File: src/rtl/ring_pkg.sv
package ring_pkg;
  localparam int unsigned SLOT_LOG2 = 6;

  typedef enum logic [0:0] {
    WRAP_FULL = 1'b0,
    WRAP_HALF = 1'b1
  } wrap_mode_e;
endpackage

File: src/rtl/ring_cfg.sv
module ring_cfg
  import ring_pkg::*;
#(
  parameter int unsigned ADDR_W = 64,
  parameter int unsigned SZ_W   = 32,
  localparam int unsigned CNT_W = SZ_W - SLOT_LOG2
) (
  input  logic              clk,
  input  logic              rst_n,
  input  logic              cfg_valid,
  input  logic [ADDR_W-1:0] cfg_base,
  input  logic [SZ_W-1:0]   cfg_bytes,
  input  logic              cfg_half,
  output logic              load_o,
  output logic [ADDR_W-1:0] base_q,
  output logic [CNT_W-1:0]  slots_q,
  output logic [CNT_W-1:0]  mask_q,
  output wrap_mode_e        mode_q,
  output logic              err_q
);
  logic [CNT_W-1:0] slots_in;
  logic [CNT_W-1:0] mask_in;
  logic             aligned;
  logic             pow2;
  logic             half_ok;
  logic             good;

  always_comb begin
    slots_in = cfg_bytes[SZ_W-1:SLOT_LOG2];
    aligned  = (cfg_bytes[SLOT_LOG2-1:0] == '0);
    pow2     = (slots_in != '0) && ((slots_in & (slots_in - CNT_W'(1))) == '0);
    half_ok  = !cfg_half || (slots_in != CNT_W'(1));
    good     = aligned && pow2 && half_ok;
    mask_in  = cfg_half ? ((slots_in >> 1) - CNT_W'(1)) : (slots_in - CNT_W'(1));
  end

  assign load_o = cfg_valid && good;

  always_ff @(posedge clk or negedge rst_n) begin
    if (!rst_n) begin
      base_q  <= '0;
      slots_q <= '0;
      mask_q  <= '0;
      mode_q  <= WRAP_FULL;
      err_q   <= 1'b0;
    end else if (cfg_valid) begin
      err_q <= !good;
      if (good) begin
        base_q  <= cfg_base;
        slots_q <= slots_in;
        mask_q  <= mask_in;
        mode_q  <= cfg_half ? WRAP_HALF : WRAP_FULL;
      end
    end
  end

  // a rejected configure leaves the held ring geometry untouched
  assert_bad_cfg_keeps_R2: assert property (@(posedge clk) disable iff (!rst_n)
    $rose(err_q) |-> ($stable(slots_q) && $stable(base_q) && $stable(mask_q)));

  // held slot count is always zero (unconfigured) or a power of two
  assert_slots_pow2_R1: assert property (@(posedge clk) disable iff (!rst_n)
    $countones(slots_q) <= 1);
endmodule

File: src/rtl/ring_idx.sv
module ring_idx #(
  parameter int unsigned IDX_W = 64,
  parameter int unsigned CNT_W = 26,
  parameter int unsigned AMT_W = 8
) (
  input  logic             clk,
  input  logic             rst_n,
  input  logic             load,
  input  logic [CNT_W-1:0] slots,
  input  logic             wr_inc,
  input  logic [AMT_W-1:0] wr_amt,
  input  logic             rd_inc,
  input  logic [AMT_W-1:0] rd_amt,
  output logic [CNT_W-1:0] used_o,
  output logic [CNT_W-1:0] left_o,
  output logic             full_o,
  output logic             empty_o,
  output logic             ovf_o
);
  logic [IDX_W-1:0] wr_q, rd_q;
  logic [IDX_W-1:0] diff;
  logic [CNT_W:0]   wr_sum;
  logic             wr_ok, rd_ok;
  logic             ovf_q;

  always_comb begin
    diff    = wr_q - rd_q;
    used_o  = diff[CNT_W-1:0];
    left_o  = slots - used_o;
    full_o  = (left_o == '0);
    empty_o = (left_o == slots);
    wr_sum  = {1'b0, used_o} + (CNT_W+1)'(wr_amt);
    wr_ok   = (wr_sum <= {1'b0, slots});
    rd_ok   = (CNT_W'(rd_amt) <= used_o);
  end

  always_ff @(posedge clk or negedge rst_n) begin
    if (!rst_n) begin
      wr_q  <= '0;
      rd_q  <= '0;
      ovf_q <= 1'b0;
    end else if (load) begin
      wr_q  <= '0;
      rd_q  <= '0;
      ovf_q <= 1'b0;
    end else begin
      if (wr_inc && wr_ok)  wr_q  <= wr_q + IDX_W'(wr_amt);
      if (wr_inc && !wr_ok) ovf_q <= 1'b1;
      if (rd_inc && rd_ok)  rd_q  <= rd_q + IDX_W'(rd_amt);
    end
  end

  assign ovf_o = ovf_q;

  // occupancy never exceeds the slot count
  assert_used_bound_R3: assert property (@(posedge clk) disable iff (!rst_n)
    diff <= IDX_W'(slots));

  // overflow flag stays up until a configure is accepted
  assert_ovf_sticky_R4: assert property (@(posedge clk) disable iff (!rst_n)
    (ovf_q && !load) |=> ovf_q);

  // the edge that raises overflow did not move the write index
  assert_no_overflow_R4: assert property (@(posedge clk) disable iff (!rst_n)
    $rose(ovf_q) |-> $stable(wr_q));

  // configure clears both indices and the flag
  assert_cfg_clears_R10: assert property (@(posedge clk) disable iff (!rst_n)
    load |=> (wr_q == '0 && rd_q == '0 && !ovf_q));
endmodule

File: src/rtl/ring_addr.sv
module ring_addr
  import ring_pkg::*;
#(
  parameter int unsigned ADDR_W = 64,
  parameter int unsigned IDX_W  = 64,
  parameter int unsigned CNT_W  = 26
) (
  input  logic              clk,
  input  logic              rst_n,
  input  logic [ADDR_W-1:0] base,
  input  logic [CNT_W-1:0]  mask,
  input  logic              lk_valid,
  output logic              lk_ready,
  input  logic [IDX_W-1:0]  lk_idx,
  output logic              rsp_valid,
  input  logic              rsp_ready,
  output logic [ADDR_W-1:0] rsp_addr
);
  localparam int unsigned OFF_W = IDX_W + SLOT_LOG2;

  logic [IDX_W-1:0]  idx_m;
  logic [OFF_W-1:0]  offs;
  logic [ADDR_W-1:0] addr_c;
  logic              take;
  logic              vld_q;
  logic [ADDR_W-1:0] addr_q;

  always_comb begin
    idx_m  = lk_idx & IDX_W'(mask);
    offs   = {idx_m, {SLOT_LOG2{1'b0}}};
    addr_c = base + ADDR_W'(offs);
  end

  assign lk_ready = !vld_q || rsp_ready;
  assign take     = lk_valid && lk_ready;

  always_ff @(posedge clk or negedge rst_n) begin
    if (!rst_n) begin
      vld_q  <= 1'b0;
      addr_q <= '0;
    end else if (lk_ready) begin
      vld_q <= lk_valid;
      if (take) addr_q <= addr_c;
    end
  end

  assign rsp_valid = vld_q;
  assign rsp_addr  = addr_q;

  // a stalled result holds steady
  assert_rsp_hold_R9: assert property (@(posedge clk) disable iff (!rst_n)
    (vld_q && !rsp_ready) |=> (vld_q && $stable(addr_q)));

  // an accepted request yields a result on the next cycle
  assert_take_valid_R9: assert property (@(posedge clk) disable iff (!rst_n)
    (lk_valid && lk_ready) |=> vld_q);

  // stalled output blocks new requests
  assert_stall_blocks_R9: assert property (@(posedge clk) disable iff (!rst_n)
    (vld_q && !rsp_ready) |-> !lk_ready);
endmodule

File: src/rtl/pkt_ring_desc.sv
module pkt_ring_desc
  import ring_pkg::*;
#(
  parameter int unsigned ADDR_W = 64,
  parameter int unsigned IDX_W  = 64,
  parameter int unsigned SZ_W   = 32,
  parameter int unsigned AMT_W  = 8,
  localparam int unsigned CNT_W = SZ_W - SLOT_LOG2
) (
  input  logic              clk,
  input  logic              rst_n,
  input  logic              cfg_valid,
  input  logic [ADDR_W-1:0] cfg_base,
  input  logic [SZ_W-1:0]   cfg_bytes,
  input  logic              cfg_half,
  output logic              cfg_err,
  input  logic              wr_inc,
  input  logic [AMT_W-1:0]  wr_amt,
  input  logic              rd_inc,
  input  logic [AMT_W-1:0]  rd_amt,
  output logic [CNT_W-1:0]  space_used,
  output logic [CNT_W-1:0]  space_left,
  output logic              q_full,
  output logic              q_empty,
  output logic              wr_ovf,
  input  logic              lk_valid,
  output logic              lk_ready,
  input  logic [IDX_W-1:0]  lk_idx,
  output logic              rsp_valid,
  input  logic              rsp_ready,
  output logic [ADDR_W-1:0] rsp_addr
);
  logic              load;
  logic [ADDR_W-1:0] base_q;
  logic [CNT_W-1:0]  slots_q;
  logic [CNT_W-1:0]  mask_q;
  wrap_mode_e        mode_q;

  ring_cfg #(.ADDR_W(ADDR_W), .SZ_W(SZ_W)) u_cfg (
    .clk(clk), .rst_n(rst_n),
    .cfg_valid(cfg_valid), .cfg_base(cfg_base), .cfg_bytes(cfg_bytes),
    .cfg_half(cfg_half),
    .load_o(load), .base_q(base_q), .slots_q(slots_q), .mask_q(mask_q),
    .mode_q(mode_q), .err_q(cfg_err)
  );

  ring_idx #(.IDX_W(IDX_W), .CNT_W(CNT_W), .AMT_W(AMT_W)) u_idx (
    .clk(clk), .rst_n(rst_n), .load(load), .slots(slots_q),
    .wr_inc(wr_inc), .wr_amt(wr_amt), .rd_inc(rd_inc), .rd_amt(rd_amt),
    .used_o(space_used), .left_o(space_left), .full_o(q_full),
    .empty_o(q_empty), .ovf_o(wr_ovf)
  );

  ring_addr #(.ADDR_W(ADDR_W), .IDX_W(IDX_W), .CNT_W(CNT_W)) u_addr (
    .clk(clk), .rst_n(rst_n), .base(base_q), .mask(mask_q),
    .lk_valid(lk_valid), .lk_ready(lk_ready), .lk_idx(lk_idx),
    .rsp_valid(rsp_valid), .rsp_ready(rsp_ready), .rsp_addr(rsp_addr)
  );

  // in half-wrap mode the mask covers half the slot count
  assert_half_mask_R8: assert property (@(posedge clk) disable iff (!rst_n)
    (mode_q == WRAP_HALF) |-> ({1'b0, mask_q} + 1'b1 == {1'b0, slots_q >> 1}));

  // in full-wrap mode the mask covers the whole ring
  assert_full_mask_R7: assert property (@(posedge clk) disable iff (!rst_n)
    (mode_q == WRAP_FULL && slots_q != '0) |-> ({1'b0, mask_q} + 1'b1 == {1'b0, slots_q}));
endmodule

File: config.mk
export PLATFORM = sky130hd
export DESIGN_NAME = pkt_ring_desc
export DESIGN_NICKNAME = d
export VERILOG_FILES = /design/src/rtl/ring_pkg.sv /design/src/rtl/ring_cfg.sv /design/src/rtl/ring_idx.sv /design/src/rtl/ring_addr.sv /design/src/rtl/pkt_ring_desc.sv
export SDC_FILE = /design/constraint.sdc
export NUM_CORES = 1
export LEC_CHECK = 0
export BUFFER_PORTS_ARGS = -buffer_cell sky130_fd_sc_hd__clkbuf_2
export CORE_MARGIN = 4
export CORE_UTILIZATION = 50
export DETAILED_ROUTE_END_ITERATION = 12
export PLACE_DENSITY = 0.72
export SETUP_SLACK_MARGIN = 0.3
export SYNTH_ARGS = -nofsm -noshare
export SYNTH_HDL_FRONTEND = slang
export SYNTH_SLANG_ARGS = --single-unit
File: constraint.sdc
create_clock -name clk -period 6.35 [get_ports clk]
set_input_delay 0.9525 -clock clk [delete_from_list [all_inputs] [get_ports clk]]
set_output_delay 0.9525 -clock clk [all_outputs]
set_load 0.005 [all_outputs]
; Yosys cells after proc, flatten, opt, wreduce, memory -nomap -nowiden
; Index checks and enable logic that the tools add are counted.
[classes]
n_eq_ne = 2
add_sub_neg = 8
shift = 0
div = 0
mux = 7
multipliers = 0
reduce_logical = 23
order_cmp = 2
n_bitwise = 2
[ops]
columns = operator, count
row1 = two-way mux 64 bit, 4
row2 = adder 64 x 8 -> 64 bit, 2
row3 = adder 64 bit, 1
row4 = bitwise AND 58 x 26 -> 58 bit, 1
row5 = zero test 26 bit, 2
row6 = subtractor 26 bit, 2
row7 = adder 26 x 8 -> 27 bit, 1
row8 = <= comparator 27 x 26 -> 1 bit, 1
row9 = bitwise AND 26 bit, 1
row10 = == test 26 bit, 1
row11 = <= comparator 8 x 26 -> 1 bit, 1
row12 = two-way mux 26 bit, 1
row13 = != test 26 x 1 -> 1 bit (second input constant), 1
row14 = nonzero test 26 bit, 1
row15 = subtractor 25 x 1 -> 26 bit (second input constant), 1
row16 = subtractor 26 x 1 -> 26 bit (second input constant), 1
row17 = logical AND 1 bit, 8
row18 = zero test 6 bit, 1
row19 = nonzero test 2 bit, 3
row20 = zero test 1 bit, 4
row21 = AND reduction 2 bit, 2
row22 = logical OR 1 bit, 2
row23 = two-way mux 1 bit, 2
[totals]
memories = 0
latch_bits = 0
romBits = 0
out_inout_bits = 122
ramBits = 0
word_cells = 53
input_bits = 184
regBits = 311

; Depth between registers and ports, before layout
[logic_depth]
ltp_word = 8
mapped_depth = 28
ltp_nobuf = 27

; Modules after synthesis
; A second synthesis with hierarchy kept.
[unflattened]
cells_unflattened = 2063
area_unflattened_um2 = 18615.4
[by_module_without_submodules]
columns = mod, cells_each, n_inst, seq_area_each_um2, area_each_um2
row1 = ring_idx, 1070, 1, 1326.3, 8104.0
row2 = ring_cfg, 446, 1, 2952.8, 5851.9
row3 = ring_addr, 547, 1, 1626.6, 4659.5

; Worst setup path before layout
; OpenSTA, ideal clock, no wires.
[synth_timing]
path_type = reg-to-output
startpoint = reg u_idx.rd_q[11]
endpoint = out q_empty
path_stages_with_launch = 22
required_ns = 5.398
slack_ns = 0.660
path_buffers = 1
t_arrival_ns = 4.738
path_cell_list = dfrtp_1 clkbuf_1 inv_1 ha_1 and4_4 and4_4 o211ai_4 a21boi_2 a211oi_2 xnor2_1 inv_1 ha_1 xor2_1 nor2_1 a221oi_1 nand3_1 nor4_1 nand4_1 or4_1 nor4_1 nand4_1 nor4_1
[synth_via]
elab_chain_len = 3
[synth_lines]
columns = item, line_no
row1 = start: declaration, ring_idx.sv:20  ; logic [IDX_W-1:0] wr_q, rd_q;
row2 = start signal: assignment, ring_idx.sv:49  ; if (rd_inc && rd_ok) rd_q <= rd_q + IDX_W'(rd_amt);
row3 = subtractor 26 bit, ring_idx.sv:27  ; diff = wr_q - rd_q;
row4 = net space_used[23], pkt_ring_desc.sv:21  ; output logic [CNT_W-1:0] space_used,
row5 = subtractor 26 bit, ring_idx.sv:29  ; left_o = slots - used_o;
row6 = == test 26 bit, ring_idx.sv:31  ; empty_o = (left_o == slots);
row7 = end: declaration, pkt_ring_desc.sv:24  ; output logic q_empty,
; The timed path passes the listed nets, and every way through them passes these cells.

; Worst setup path in the final report
[layout_timing]
startpoint = reg u_idx.rd_q[16]
endpoint = out q_empty
[layout_via]
elab_chain_len = 3
[layout_lines]
columns = item, line_no
row1 = subtractor 26 bit, ring_idx.sv:27
row2 = subtractor 26 bit, ring_idx.sv:29
row3 = == test 26 bit, ring_idx.sv:31
; No other way between the ends.

==> qor.yml <==
run_status: "complete, no violations"
synth_edf_count: 0
synth_fp_nets: 2597
end_kind: "output pin"
reg2reg_depth: 27
synth.avg_cell_area_um2: 8.26
rsz0062_at_grt: "yes"
timing.fmax_ghz: 0.158
synthTopCellsByCount: "nand2_1 (433), dfrtp_1 (235), ha_1 (164), o21ai_0 (164), inv_1 (132)"
grt_pass1_vias: 17200
drcViolationCount: 0
layout.nets: 2889
grt_max_degree: 137
synth-seq-area-share_pct: 31.7
finalCritPeriodShare_pct: 99.4
drt-initial-drc-count: 1081
area_growth_pct: 20.7
vias: 17600
grt_overflow: 0
yosys.area.top_type: "dfrtp_1"
worst_slack_ns: 0.0363
path_class: "reg -> out"
grt_use_total_pct: 26.8
synth-seq-cells: 235
crit_arrival_ns: 5.36
dieArea_um2: 40200
ctsHoldBuffers: 0
timing.final.max_slew_violations: 0
synth-async-reset-ratio_pct: 100
antenna_found_initial: 1
period_needed_ns: 6.31
fp.dieH_um: 200
r2r_slack_ns: 0.62
gp_congestion: 0.943
slew_headroom_pct: 18.0
rr_endpoint: "u_idx.wr_q[23]$_DFFE_PN0P_"
synth_top_area_share_pct: 31.7
port_buffers: 267
clk_latency_ns: 0.57
initial_core_util_pct: 50.6
antenna_cells_inserted: 0
clk_pin_slew_ns: 0.06
cts_tree: "built"
drt-wirelength-per-cell_um: 18.7
vias_per_cell: 5.83
crit_end: "q_empty"
dpl_worst_slack_ns: 0.00932
cts_buffers: 27
syn_area_um2: 18500
setup_viol: 0
row_count: 70
die_w_um: 200
io_pins: 306
synth_area_leaders: "dfrtp_1 (32%), ha_1 (11%), nand2_1 (8.8%)"
hold_class: "reg -> reg"
hold_viol: 0
worstPathRequired_ns: 5.40
dr.pass1.iters: 7
synth_ff_type: "dfrtp_1"
cap_violations: 0
finClkSkew_ns: 0.0281
drt-total-wl_mm: 56.6
htreeDepth: 1
critPathLaunchType: "register"
syn-instance-count: 2243
critPathMaxFanout: 3
core-area_um2: 36600
grt_pass1_wl_mm: 89.6
ys_types: 98
r2r_start: "u_idx.rd_q[1]$_DFFE_PN0P_"
crit_start: "u_idx.rd_q[16]$_DFFE_PN0P_"
cts_root_buf: "clkbuf_16"
ys_warn_count: 0
clock_path_buffers: 3
yosysMostFrequentCell: "nand2_1"
fin_util_pct: 61.1
fill_cells: 3227
detailed_place_hpwl_mm: 42.6
drive_gt1_share_pct: 21.9
cts.sinks: 235
detail-route-antenna-nets: 0
tightest_slew_ns: 1.23
==> flip-flops by register name, summed over array words and instances, names as in the netlist <==
| name | flops |
|---|---|
| u_cfg.err_q | 1 |
| u_cfg.base_q | 64 |
| u_cfg.slots_q | 26 |
| u_idx.wr_q | 26 |
| u_cfg.mask_q | 26 |
| u_idx.ovf_o | 1 |
| u_addr.rsp_valid | 1 |
| u_addr.rsp_addr | 64 |
| u_idx.rd_q | 26 |
==> through the flow <==
stage / setup TNS, ns / cell area [µm²] / hold WS, ns / std cells
after floorplan: 0 / 18500 / 0.440 / 2243
after global placement: -0.0114 / 20500 / 0.453 / 2943
after detailed placement: 0 / 20500 / 0.463 / 2943
after CTS: 0 / 21900 / 0.476 / 3006
after global routing: -0.200 / 22400 / 0.497 / 3024
final: 0 / 22400 / 0.469 / 3024
==> final cells by class <==
| type | count | area [µm²] | share of cell area [%] |
|---|---|---|---|
| multi-input cells | 1786 | 12400 | 55.6 |
| flip-flops and latches | 235 | 5880 | 26.3 |
| repair buffers | 352 | 2030 | 9.09 |
| clock buffers | 39 | 781 | 3.49 |
| well taps | 468 | 586 | 2.62 |
| inverters | 133 | 499 | 2.23 |
| clock inverters | 11 | 136 | 0.610 |
==> per-layer routing <==
metal	vias to the layer above	global-route usage [%]	wire length, µm
li1	8461	-	-
met1	8446	35.2	24100
met2	586	44.7	26400
met3	134	5.23	3960
met4	2	8.90	2130
met5	-	0	13
==> critical path, stage by stage, from the launching register on <==
cell and delay [ns]:
dfrtp_1 0.38, inv_1 0.07, ha_1 0.33, a211o_1 0.28, o22ai_2 0.23, o31a_1 0.17
o21ai_1 0.10, a211oi_2 0.29, xnor2_2 0.17, inv_2 0.09, ha_4 0.30, xor2_4 0.20
nor2_2 0.08, a221oi_2 0.26, nand3_1 0.14, nor4_2 0.33, nand4_1 0.18, or4_4 0.46
nor4_4 0.15, nand4_1 0.15, nor4_1 0.27, buf_2 0.15
==> cells in the final DEF (no fill, tap or decap), drive strengths merged, types with 10 or more instances in the layout <==
cell    instances
nand2         433
dfrtp         235
inv           134
ha            164
mux2           19
o21ai         178
nor2          131
a21o           38
mux2i          15
nor2b          21
nor4           29
or3            18
xor2           48
nand4          25
and2           33
or2            12
a211oi         10
nand3          39
nor3           49
and3           24
o211ai         19
nor3b          17
o21a           13
or4            25
o311ai         11
buf            88
o31ai          24
clkbuf        303
and4           11
nand2b         26
xnor2         104
a21oi         123
nor4b          10
==> worst min path at each step <==
stage	start	end	slack (ns)	cells past startpoint
floorplan	u_cfg.mask_q[6]$_DFFE_PN0P_	u_cfg.mask_q[6]$_DFFE_PN0P_	0.44	2
finish	u_cfg.mask_q[10]$_DFFE_PN0P_	u_cfg.mask_q[10]$_DFFE_PN0P_	0.47	2
global placement	u_cfg.base_q[3]$_DFFE_PN0P_	u_cfg.base_q[3]$_DFFE_PN0P_	0.45	2
CTS	u_cfg.mask_q[10]$_DFFE_PN0P_	u_cfg.mask_q[10]$_DFFE_PN0P_	0.48	2
global route	u_cfg.base_q[4]$_DFFE_PN0P_	u_cfg.base_q[4]$_DFFE_PN0P_	0.50	2
detailed placement	u_cfg.mask_q[10]$_DFFE_PN0P_	u_cfg.mask_q[10]$_DFFE_PN0P_	0.46	2
==> cells by family (layout without fill, tap and decap cells) <==
logic type,after synthesis,in the layout,share of synthesized area (%)
simple gates,925,925,24.2
xor+xnor,159,159,8.04
flops,235,235,31.7
compound gates,498,498,17.4
mux,34,34,1.97
fa+ha+maj,170,170,11.7
buf+inv,222,535,4.92
==> what timing repair did <==
item,in CTS,in global routing
gates resized for setup,68,69
buffers inserted,13,18
setup endpoints to repair,5,29
pin swaps,28,36
Power is not shown: default switching activity piles up to over one toggle a cycle in this logic, so the estimate is an artifact.
